`src/rtl/dscore_pkg.sv`:
```
// Package: shared encodings for the discrepancy scoring unit.
// Assumes: mode and metric selects are single bits at the top-level ports.
package dscore_pkg;
    typedef enum logic {
        MODE_DUPLEX  = 1'b0,
        MODE_TRIPLEX = 1'b1
    } vote_mode_e;

    typedef enum logic {
        MET_HAMMING = 1'b0,
        MET_WEIGHT  = 1'b1
    } metric_e;

    localparam int unsigned LANES = 3;
endpackage

```
`src/rtl/dscore_metric.sv`:
```
// Module: dscore_metric
// Computes the distance between two words under a selectable metric:
// the population count of their XOR, or their absolute unsigned difference.
// Assumes: SW >= W, so that both metrics fit without truncation.
module dscore_metric
    import dscore_pkg::*;
#(
    parameter int unsigned W  = 32,
    parameter int unsigned SW = W
) (
    input  logic [W-1:0]  lhs,
    input  logic [W-1:0]  rhs,
    input  logic          sel,
    output logic [SW-1:0] score
);
    localparam int unsigned CW = $clog2(W + 1);

    logic [W-1:0]  diff_bits;
    logic [CW-1:0] ham_cnt;
    logic [W-1:0]  abs_diff;

    // Count the bit positions where the operands disagree.
    always_comb begin
        diff_bits = lhs ^ rhs;
        ham_cnt   = '0;
        for (int i = 0; i < int'(W); i++) begin
            ham_cnt = ham_cnt + CW'(diff_bits[i]);
        end
    end

    // Magnitude of the unsigned difference, larger minus smaller.
    always_comb begin
        if (lhs >= rhs) abs_diff = lhs - rhs;
        else            abs_diff = rhs - lhs;
    end

    // Pick the metric requested for this strobe.
    always_comb begin
        if (metric_e'(sel) == MET_WEIGHT) score = SW'(abs_diff);
        else                              score = SW'(ham_cnt);
    end
endmodule

```
`src/rtl/dscore_vote.sv`:
```
// Module: dscore_vote
// Bitwise two-of-three voter. Also reports whether any pair of the words
// agrees and whether all three agree.
// Assumes: purely combinational; the caller registers the results.
module dscore_vote #(
    parameter int unsigned W = 32
) (
    input  logic [W-1:0] in_a,
    input  logic [W-1:0] in_b,
    input  logic [W-1:0] in_c,
    output logic [W-1:0] maj,
    output logic         pair_eq,
    output logic         all_eq
);
    logic eq_ab, eq_ac, eq_bc;

    // Per-bit majority, built one slice at a time.
    for (genvar g = 0; g < int'(W); g++) begin : g_bit
        always_comb begin
            maj[g] = (in_a[g] & in_b[g]) | (in_a[g] & in_c[g]) | (in_b[g] & in_c[g]);
        end
    end

    // Whole-word agreement between each pair.
    always_comb begin
        eq_ab   = (in_a == in_b);
        eq_ac   = (in_a == in_c);
        eq_bc   = (in_b == in_c);
        pair_eq = eq_ab | eq_ac | eq_bc;
        all_eq  = eq_ab & eq_bc;
    end
endmodule

```
`src/rtl/dscore_unit.sv`:
```
// Module: dscore_unit (top)
// Compares the results of two (duplex) or three (triplex) redundant logic
// instances, drives a validated or voted output, raises a fault alert, and
// issues per-instance discrepancy score increments. All outputs are
// registered and appear one cycle after in_valid.
// Assumes: the caller holds the accumulated scores and performs any
// replacement of instances; word_c is ignored in duplex mode.
module dscore_unit
    import dscore_pkg::*;
#(
    parameter int unsigned W = 32
) (
    input  logic         clk,
    input  logic         rst_n,
    input  logic         in_valid,
    input  logic         mode,
    input  logic         metric_sel,
    input  logic [W-1:0] word_a,
    input  logic [W-1:0] word_b,
    input  logic [W-1:0] word_c,
    output logic [W-1:0] sys_out,
    output logic         out_valid,
    output logic         fault_alert,
    output logic [W-1:0] inc_a,
    output logic [W-1:0] inc_b,
    output logic [W-1:0] inc_c
);
    localparam int unsigned SW = W;
    localparam int unsigned CW = $clog2(W + 1);

    logic [W-1:0]  maj;
    logic          pair_eq, all_eq;
    logic [W-1:0]  own_w  [LANES];
    logic [W-1:0]  ref_w  [LANES];
    logic [SW-1:0] lane_sc[LANES];

    logic [W-1:0]  nxt_out;
    logic          nxt_valid, nxt_fault;
    logic [SW-1:0] nxt_inc[LANES];
    logic          is_tri;

    dscore_vote #(.W(W)) u_vote (
        .in_a   (word_a),
        .in_b   (word_b),
        .in_c   (word_c),
        .maj    (maj),
        .pair_eq(pair_eq),
        .all_eq (all_eq)
    );

    // Gather the instance words into lane order.
    always_comb begin
        own_w[0] = word_a;
        own_w[1] = word_b;
        own_w[2] = word_c;
        is_tri   = (vote_mode_e'(mode) == MODE_TRIPLEX);
    end

    // Each lane scores its own word against a reference: the vote in
    // triplex mode, the partner word in duplex mode (lane C against itself).
    for (genvar l = 0; l < int'(LANES); l++) begin : g_lane
        always_comb begin
            if (is_tri)      ref_w[l] = maj;
            else if (l == 0) ref_w[l] = word_b;
            else if (l == 1) ref_w[l] = word_a;
            else             ref_w[l] = own_w[l];
        end

        dscore_metric #(.W(W), .SW(SW)) u_metric (
            .lhs  (own_w[l]),
            .rhs  (ref_w[l]),
            .sel  (metric_sel),
            .score(lane_sc[l])
        );
    end

    // Form the next output, validity, alert and increments for the mode.
    always_comb begin
        if (is_tri) begin
            nxt_out   = maj;
            nxt_valid = pair_eq;
            nxt_fault = ~all_eq;
        end else begin
            nxt_valid = (word_a == word_b);
            nxt_fault = ~nxt_valid;
            nxt_out   = nxt_valid ? word_a : '0;
        end
        for (int l = 0; l < int'(LANES); l++) begin
            nxt_inc[l] = lane_sc[l];
        end
    end

    // Output register: load on a strobe, pulse flags clear otherwise.
    always_ff @(posedge clk) begin
        if (!rst_n) begin
            sys_out     <= '0;
            out_valid   <= 1'b0;
            fault_alert <= 1'b0;
            inc_a       <= '0;
            inc_b       <= '0;
            inc_c       <= '0;
        end else if (in_valid) begin
            sys_out     <= nxt_out;
            out_valid   <= nxt_valid;
            fault_alert <= nxt_fault;
            inc_a       <= W'(nxt_inc[0]);
            inc_b       <= W'(nxt_inc[1]);
            inc_c       <= W'(nxt_inc[2]);
        end else begin
            out_valid   <= 1'b0;
            fault_alert <= 1'b0;
            inc_a       <= '0;
            inc_b       <= '0;
            inc_c       <= '0;
        end
    end

    AST_NO_RESULT_WITHOUT_STROBE: assert property (@(posedge clk) disable iff (!rst_n)
        (out_valid || fault_alert) |-> $past(in_valid));

    AST_DUPLEX_ALERT_BLOCKS_OUT: assert property (@(posedge clk) disable iff (!rst_n)
        ($past(in_valid) && !$past(mode) && fault_alert) |-> !out_valid);

    AST_DUPLEX_SYMMETRIC: assert property (@(posedge clk) disable iff (!rst_n)
        ($past(in_valid) && !$past(mode)) |-> (inc_a == inc_b && inc_c == '0));

    AST_AGREE_NO_CHARGE: assert property (@(posedge clk) disable iff (!rst_n)
        (out_valid && !fault_alert) |-> (inc_a == '0 && inc_b == '0 && inc_c == '0));

    AST_HAMMING_BOUND: assert property (@(posedge clk) disable iff (!rst_n)
        ($past(in_valid) && !$past(metric_sel)) |->
        (inc_a <= W'(CW'(W)) && inc_b <= W'(CW'(W)) && inc_c <= W'(CW'(W))));

    AST_IDLE_QUIET: assert property (@(posedge clk) disable iff (!rst_n)
        !$past(in_valid) |-> ($stable(sys_out) && inc_a == '0 && inc_b == '0 && inc_c == '0));
endmodule

```
`config.mk`:
```
export PLATFORM = sky130hd
export DESIGN_NAME = dscore_unit
export DESIGN_NICKNAME = d
export VERILOG_FILES = /design/src/rtl/dscore_pkg.sv /design/src/rtl/dscore_metric.sv /design/src/rtl/dscore_vote.sv /design/src/rtl/dscore_unit.sv
export SDC_FILE = /design/constraint.sdc
export NUM_CORES = 1
export LEC_CHECK = 0
export BUFFER_PORTS_ARGS = -buffer_cell sky130_fd_sc_hd__buf_2
export CAP_MARGIN = 10
export CORE_MARGIN = 10
export CORE_UTILIZATION = 40
export CTS_CLUSTER_SIZE = 24
export DETAILED_ROUTE_END_ITERATION = 10
export GPL_TIMING_DRIVEN = 0
export PLACE_DENSITY_LB_ADDON = 0.2
export SETUP_SLACK_MARGIN = 0.4
export SLEW_MARGIN = 30
export SYNTH_ARGS = -nofsm -noshare
export SYNTH_HDL_FRONTEND = slang
export SYNTH_SLANG_ARGS = --single-unit
```
`constraint.sdc`:
```
create_clock -name clk -period 8 [get_ports clk]
set_clock_uncertainty 0.05 [all_clocks]
set_input_delay 1.2 -clock clk [delete_from_list [all_inputs] [get_ports clk]]
set_output_delay 1.2 -clock clk [all_outputs]
set_load 0.05 [all_outputs]
```
==> impl_metrics.tcl, run 1 <==
set metrics [dict create \
    fin_crit_sh_pct 91.9 \
    setup_violations 0 \
    first_iter_violations 1981 \
    synthXorXnorAreaFrac_pct 2.82 \
    vias 20924 \
    numPortBuffers 229 \
    status "complete, no violations" \
    end_kind "flop" \
    pwr_density_cell_mw_per_mm2 346 \
    grt_remaining_overflow 0 \
    instances_no_fill 3498 \
    cp.arrival_ns 7.64 \
    antenna_found_initial 4 \
    routed_wl_um 92000 \
    synth_fa_ha_area_share_pct 27.7 \
    power.internal_mw 3.78 \
    synth_compound_area_share_pct 26.2 \
    synth-simple-area-share_pct 16.9 \
    root_buffer "clkbuf_16" \
    firstDrtPassIters 6 \
    worst-path-max-fanout 10 \
    initial_core_util_pct 40.2 \
    hpwl_um 78300 \
    cellLeakagePower_nw 11.1 \
    nNetsFinal 3350 \
    setup_ws_ns 0.644 \
    worstPathRequired_ns 8.29 \
    ys.flop_type "dfxtp_1" \
    postSynthCellCount 2609 \
    p_sw_mw 3.95 \
    grt_pass1_wl_um 134000 \
    cts_tree "built" \
    synth_area_per_cell_um2 7.50 \
    synth_seq_cells 130 \
    yosys-mux-area-fraction_pct 3.36 \
    start_kind "primary input" \
    clock.fmax_ghz 0.136 \
    ys_seq_area_share_pct 13.3 \
    drcViolationCount 0 \
    syn_area_mm2 0.0196 \
    cts_hold_buf 0 \
    final_util_pct 45.9 \
    cts_buffer_depth 2 \
    placed_cells 3460 \
    hp-class "flop to flop" \
    rsz0062_at_grt "true" \
    p_clk_share_pct 11.2 \
    clk_latency_ns 0.49 \
    post_drt_wl_per_cell_um 26.3 \
    grt_max_degree 17 \
    dp_slack_ns -0.845 \
    num_rows 81 \
    area_growth_pct 14.0 \
    cap_viol_max_count 0 \
    yosysWarnings 0 \
    grt_use_total_pct 31.3 \
    drive_above_1_share_pct 14.5 \
    async_flop_share_pct 0 \
    fp.dieW_um 241 \
    relSlewSlack_pct 32.4 \
    slew_violations 0 \
    ir_worst_vdd_v 0.00115 \
    synth_edf_count 0 \
    synthesis.nets 3097 \
    sw_frac_of_total_pct 51.1 \
    htree_levels 4 \
    grt_pass1_vias 20442 \
    synth_top_family_by_area "adder cells" \
    path_clk_slew_ns 0.06 \
    via_per_inst 5.98 \
    tightestPinTransition_ns 1.01 \
    cts_buffers 17 \
    hold_viol_final 0 \
    period_needed_ns 7.36 \
    p_comb_share_pct 79.2 \
    die-area_mm2 0.0582 \
    seqPwrFrac_pct 9.6 \
    critPathKind "primary input to flop" \
    ys_types 98 \
    die-height_um 241 \
    ant_nets 0 \
    place_congestion 1.01 \
    core_mm2 0.0486 \
    cts_sinks 130 \
    pin_count 231 \
]
[metal layers]
metal,GRT usage [%],vias up,routed length [µm]
li1,-,9628,-
met1,43.4,10143,41500
met2,45.7,1005,38000
met3,7.45,144,8830
met4,12.9,4,3670
met5,0,-,24
[cells by family (layout without fill, tap and decap cells)]
logic type | count (synthesis) | in the layout
xor gates and xnor gates | 63 | 63
and+or+nand+nor | 662 | 662
muxes | 64 | 64
adders and majority gates | 387 | 387
AOI/OAI and AO/OA | 840 | 840
buffers and inverters | 463 | 729
other | 0 | 1
DFF | 130 | 130
[worst max-delay path: stages]
cell and delay (ns):
buf_2 0.16, ha_1 0.20, nor3_1 0.29, nand2b_4 0.21
o21ai_0 0.13, ha_1 0.31, buf_4 0.17, inv_1 0.15
fa_1 0.56, inv_1 0.05, fa_1 0.48, inv_1 0.06
fa_1 0.53, fa_1 0.56, inv_1 0.05, fa_1 0.53
fa_1 0.47, fa_2 0.39, fa_1 0.44, nor2b_1 0.17
o21a_1 0.13, nor2_1 0.05, xnor2_1 0.11, o21ai_0 0.15
a21oi_1 0.07
[placed cells by master, fill, tap and decap left out, types with 11 or more instances in the layout]
cell type	netlist	layout
o21ai_0	233	228
or3_1	13	13
clkbuf_2	1	16
o21a_1	21	21
nand3_1	25	25
nand4_1	41	41
inv_1	334	333
a31oi_1	24	24
o211ai_1	16	16
clkbuf_1	66	47
buf_2	40	269
o21ai_1	8	12
nor3_1	62	51
o31ai_1	12	12
nor3_2	0	11
nor2b_1	23	21
mux2i_1	56	56
clkbuf_16	0	17
fa_1	78	75
o21bai_1	38	38
buf_4	9	15
ha_1	309	307
nand2_1	134	134
nand2b_1	58	51
nor4_1	36	36
dfxtp_1	130	130
a21oi_1	293	293
xnor2_1	53	53
a211oi_1	29	29
a21o_1	62	62
nor2_1	209	209
[per-stage QoR]
| step | hold slack, ns | setup TNS [ns] | cell area [µm²] | power [mW] |
|---|---|---|---|---|
| final | 0.477 | 0 | 22300 | 7.73 |
| after detailed placement | 0.464 | -6.10 | 21500 | 6.65 |
| after global placement | 0.460 | -5.66 | 21500 | 6.58 |
| after floorplan | 0.698 | 0 | 19600 | 5.05 |
| after global routing | 0.506 | 0 | 22300 | 8.59 |
| after CTS | 0.480 | 0 | 22100 | 7.63 |
[synth_stat cells, types with 8 or more instances]
cell type    n  share of area [%]
o21ai_1      8               0.20
xor2_1      10               0.45
nand2_1    134                2.6
or3_1       13               0.42
a21o_1      62                2.4
and3_1       9               0.29
o31ai_1     12               0.46
o21a_1      21               0.81
a21oi_1    293                7.5
xnor2_1     53                2.4
a31oi_1     24               0.77
nand3_1     25               0.64
a211oi_1    29                1.1
o21bai_1    38                1.5
ha_1       309                 20
nor3_1      62                1.6
nor2_1     209                4.0
buf_2       40                1.0
nand4_1     41                1.3
nand2b_1    58                1.9
o211ai_1    16               0.61
nor4_1      36                1.2
fa_1        78                8.0
dfxtp_1    130                 13
inv_1      334                6.4
mux2i_1     56                2.9
clkbuf_1    66                1.3
o21ai_0    233                6.0
buf_4        9               0.35
nor2b_1     23               0.73
[timing repair]
item,4_1_cts,5_1_grt
buffers inserted,0,5
endpoints found under the hold margin,0,0
pin swaps,0,5
gates resized for setup,16,57
setup endpoints to repair,14,12
[registers in the layout, indices dropped and copies added, names as in the netlist]
name / count
fault_alert: 1
inc_a: 32
inc_b: 32
inc_c: 32
out_valid: 1
sys_out: 32
[final timing paths]
check | slack, ns | cells after the start | start | endpoint
setup / recovery | 0.64 | 25 | word_c[22] | inc_b[4]
hold / removal | 0.48 | 2 | sys_out[10] | sys_out[10]
setup reg to reg | 7.21 | 2 | sys_out[19] | sys_out[19]
hold reg to reg | 0.48 | 2 | sys_out[10] | sys_out[10]
[area by class of cell]
type	count	area, µm²
antenna	1	2.50
buffer	127	678
clock buffer	22	464
clock inverter	10	156
fill	5158	26300
inverter	336	1260
multi-input combinational	2016	15200
sequential	130	2600
tap	622	778
timing repair buffer	234	1180
[power groups by stage]
stage	registers, mW	clock network, mW	logic [mW]
global route	0.745	0.904	6.94
CTS	0.739	0.889	6.00
floorplan	0.971	0	4.08
global placement	0.750	0	5.83
detailed placement	0.752	0	5.89
finish	0.739	0.866	6.12
No activity file was read; power rests on OpenSTA's default activity.
==> run 2, diff against run 1 <==
==> constraint.sdc (replaced) <==
create_clock -name clk -period 8 [get_ports clk]
set_clock_uncertainty 0.05 [all_clocks]
set_input_delay 2.4 -clock clk [delete_from_list [all_inputs] [get_ports clk]]
set_output_delay 2.4 -clock clk [all_outputs]
set_load 0.05 [all_outputs]
==> run 2 against run 1 <==
Compared with the run above: the flow now finishes with violations (negative setup slack); clock power rose by 3.0%; count of clock-buffer cells in the layout rose by 1; via count rose by 2.4%; sequential power barely moved; core utilization rose by 3.7 points; first-iteration DRC count rose by 10%.
==> impl_metrics.tcl, run 2 (same netlist as run 1, synthesis figures left out) <==
set metrics [dict create \
    ir_worst_vdd_v 0.00154 \
    grt_pass1_wl_um 137000 \
    clock.fmax_ghz 0.123 \
    die-height_um 241 \
    antenna_found_initial 2 \
    layout_common_cells "inv_1 (293), a21oi_1 (288), ha_1 (262), buf_2 (238), nor2_1 (209)" \
    cap_viol_max_count 0 \
    via_per_inst 6.01 \
    first_iter_violations 2181 \
    rsz0062_at_grt "true" \
    root_buffer "clkbuf_16" \
    clk_latency_ns 0.48 \
    hpwl_um 79800 \
    status "finished, violations left" \
    cts_buffers 17 \
    setup_violations 5 \
    hold_viol_final 0 \
    worst-path-max-fanout 3 \
    setup_ws_ns -0.104 \
    grt_max_degree 17 \
    tightestPinTransition_ns 1.01 \
    ant_nets 0 \
    num_rows 81 \
    cts_buffer_depth 2 \
    grt_pass1_vias 20847 \
    holdWs_ns 0.480 \
    end_kind "flop" \
    fin_crit_sh_pct 101 \
    firstDrtPassIters 5 \
    setup_tns_ns -0.356 \
    initial_core_util_pct 40.2 \
    period_needed_ns 8.10 \
    fp.dieW_um 241 \
    start_kind "primary input" \
    vias 21430 \
    post_drt_wl_per_cell_um 26.7 \
    placed_cell_area_mm2 0.0220 \
    die-area_mm2 0.0582 \
    pin_count 231 \
    core_mm2 0.0486 \
    critPathKind "primary input to flop" \
    cts_tree "built" \
    area_growth_pct 23.3 \
    cts_hold_buf 0 \
    violations "negative setup slack" \
    fin_area_mm2 0.0241 \
    grt_use_total_pct 32.1 \
    slew_violations 0 \
    hp-class "flop to flop" \
    nNetsFinal 3418 \
    path_clk_slew_ns 0.07 \
    drive_above_1_share_pct 21.7 \
    cp.arrival_ns 8.47 \
    cellLeakagePower_nw 11.6 \
    final_common_cell "inv_1" \
    htree_levels 4 \
    relSlewSlack_pct 32.4 \
    dp_slack_ns -0.963 \
    cts_sinks 130 \
    pwr_density_cell_mw_per_mm2 355 \
    numPortBuffers 229 \
    drcViolationCount 0 \
    place_congestion 0.993 \
    routed_wl_um 95100 \
    worstPathRequired_ns 8.36 \
    grt_remaining_overflow 0 \
]
## run 2: cell types whose count changed in the layout (fill, tap and decap cells not counted), moves of 31 or more
cell	before	now
buf_4	15	81
ha_1	307	262
o21ai_0	228	185
inv_1	333	293
ha_4	0	35
inv_2	2	34
buf_2	269	238
## run 2: report_power, final
group	internal (mW)	total, mW	switching, mW
Combinational	3.03	6.93	3.91
Sequential	0.719	0.740	0.0213
Clock	0.552	0.892	0.340
## run 2: final timing paths
path         startpoint    endpoint  slack (ns)  cells after the start
max reg2reg  sys_out[9]  sys_out[9]        7.21                      2
min          sys_out[0]  sys_out[0]        0.48                      2
min reg2reg  sys_out[0]  sys_out[0]        0.48                      2
max          word_c[28]    inc_b[4]       -0.10                     26
## run 2: what timing repair did
item                                    CTS  global route
pin swaps                               102            51
setup buffers                            56            17
resized for setup                       185            47
endpoints found under the setup margin   18            18
## run 2: layer usage
metal / track usage (%) / up-vias / share of wire [%] / routed length, µm
met2: 47.5 / 1058 / 42 / 40200
li1: - / 9806 / - / -
met3: 6.96 / 154 / 8.6 / 8190
met5: 0 / - / 0.018 / 17
met4: 13.2 / 2 / 3.9 / 3720
met1: 44.4 / 10410 / 45 / 43000
## run 2: worst max-delay path, cell delays in order
cell and delay [ns]:
buf_12 0.11, ha_4 0.15, nor3_4 0.20, nand2b_4 0.18, buf_6 0.10, buf_4 0.10, o21ai_4 0.06, ha_4 0.30
inv_4 0.04, fa_1 0.53, inv_2 0.05, fa_1 0.57, inv_2 0.05, fa_1 0.50, fa_1 0.56, inv_1 0.05
fa_1 0.54, fa_1 0.47, fa_2 0.38, fa_2 0.37, nor2b_2 0.14, o21a_1 0.12, nor2_1 0.05, xnor2_1 0.17
o21ai_1 0.07, a21oi_1 0.19
## run 2: metrics by stage
step	power (mW)	std cells	utilization [%]
4_1_cts	8.11	3548	49.0
2_1_floorplan	5.23	2609	-
3_5_place_dp	6.85	3460	45.3
3_3_place_gp	6.78	3460	45.3
6_report	8.57	3568	49.6
5_1_grt	9.35	3565	49.6
## run 2: layout make-up
cell class	count	area, µm²
repair buffers	302	1920
clock buffers	23	488
diodes	3	7.51
plain buffers	127	840
inverters	336	1290
well taps	622	778
clock inverters	9	151
multi-input cells	2016	16100
flip-flops and latches	130	2600
fillers	4941	24500
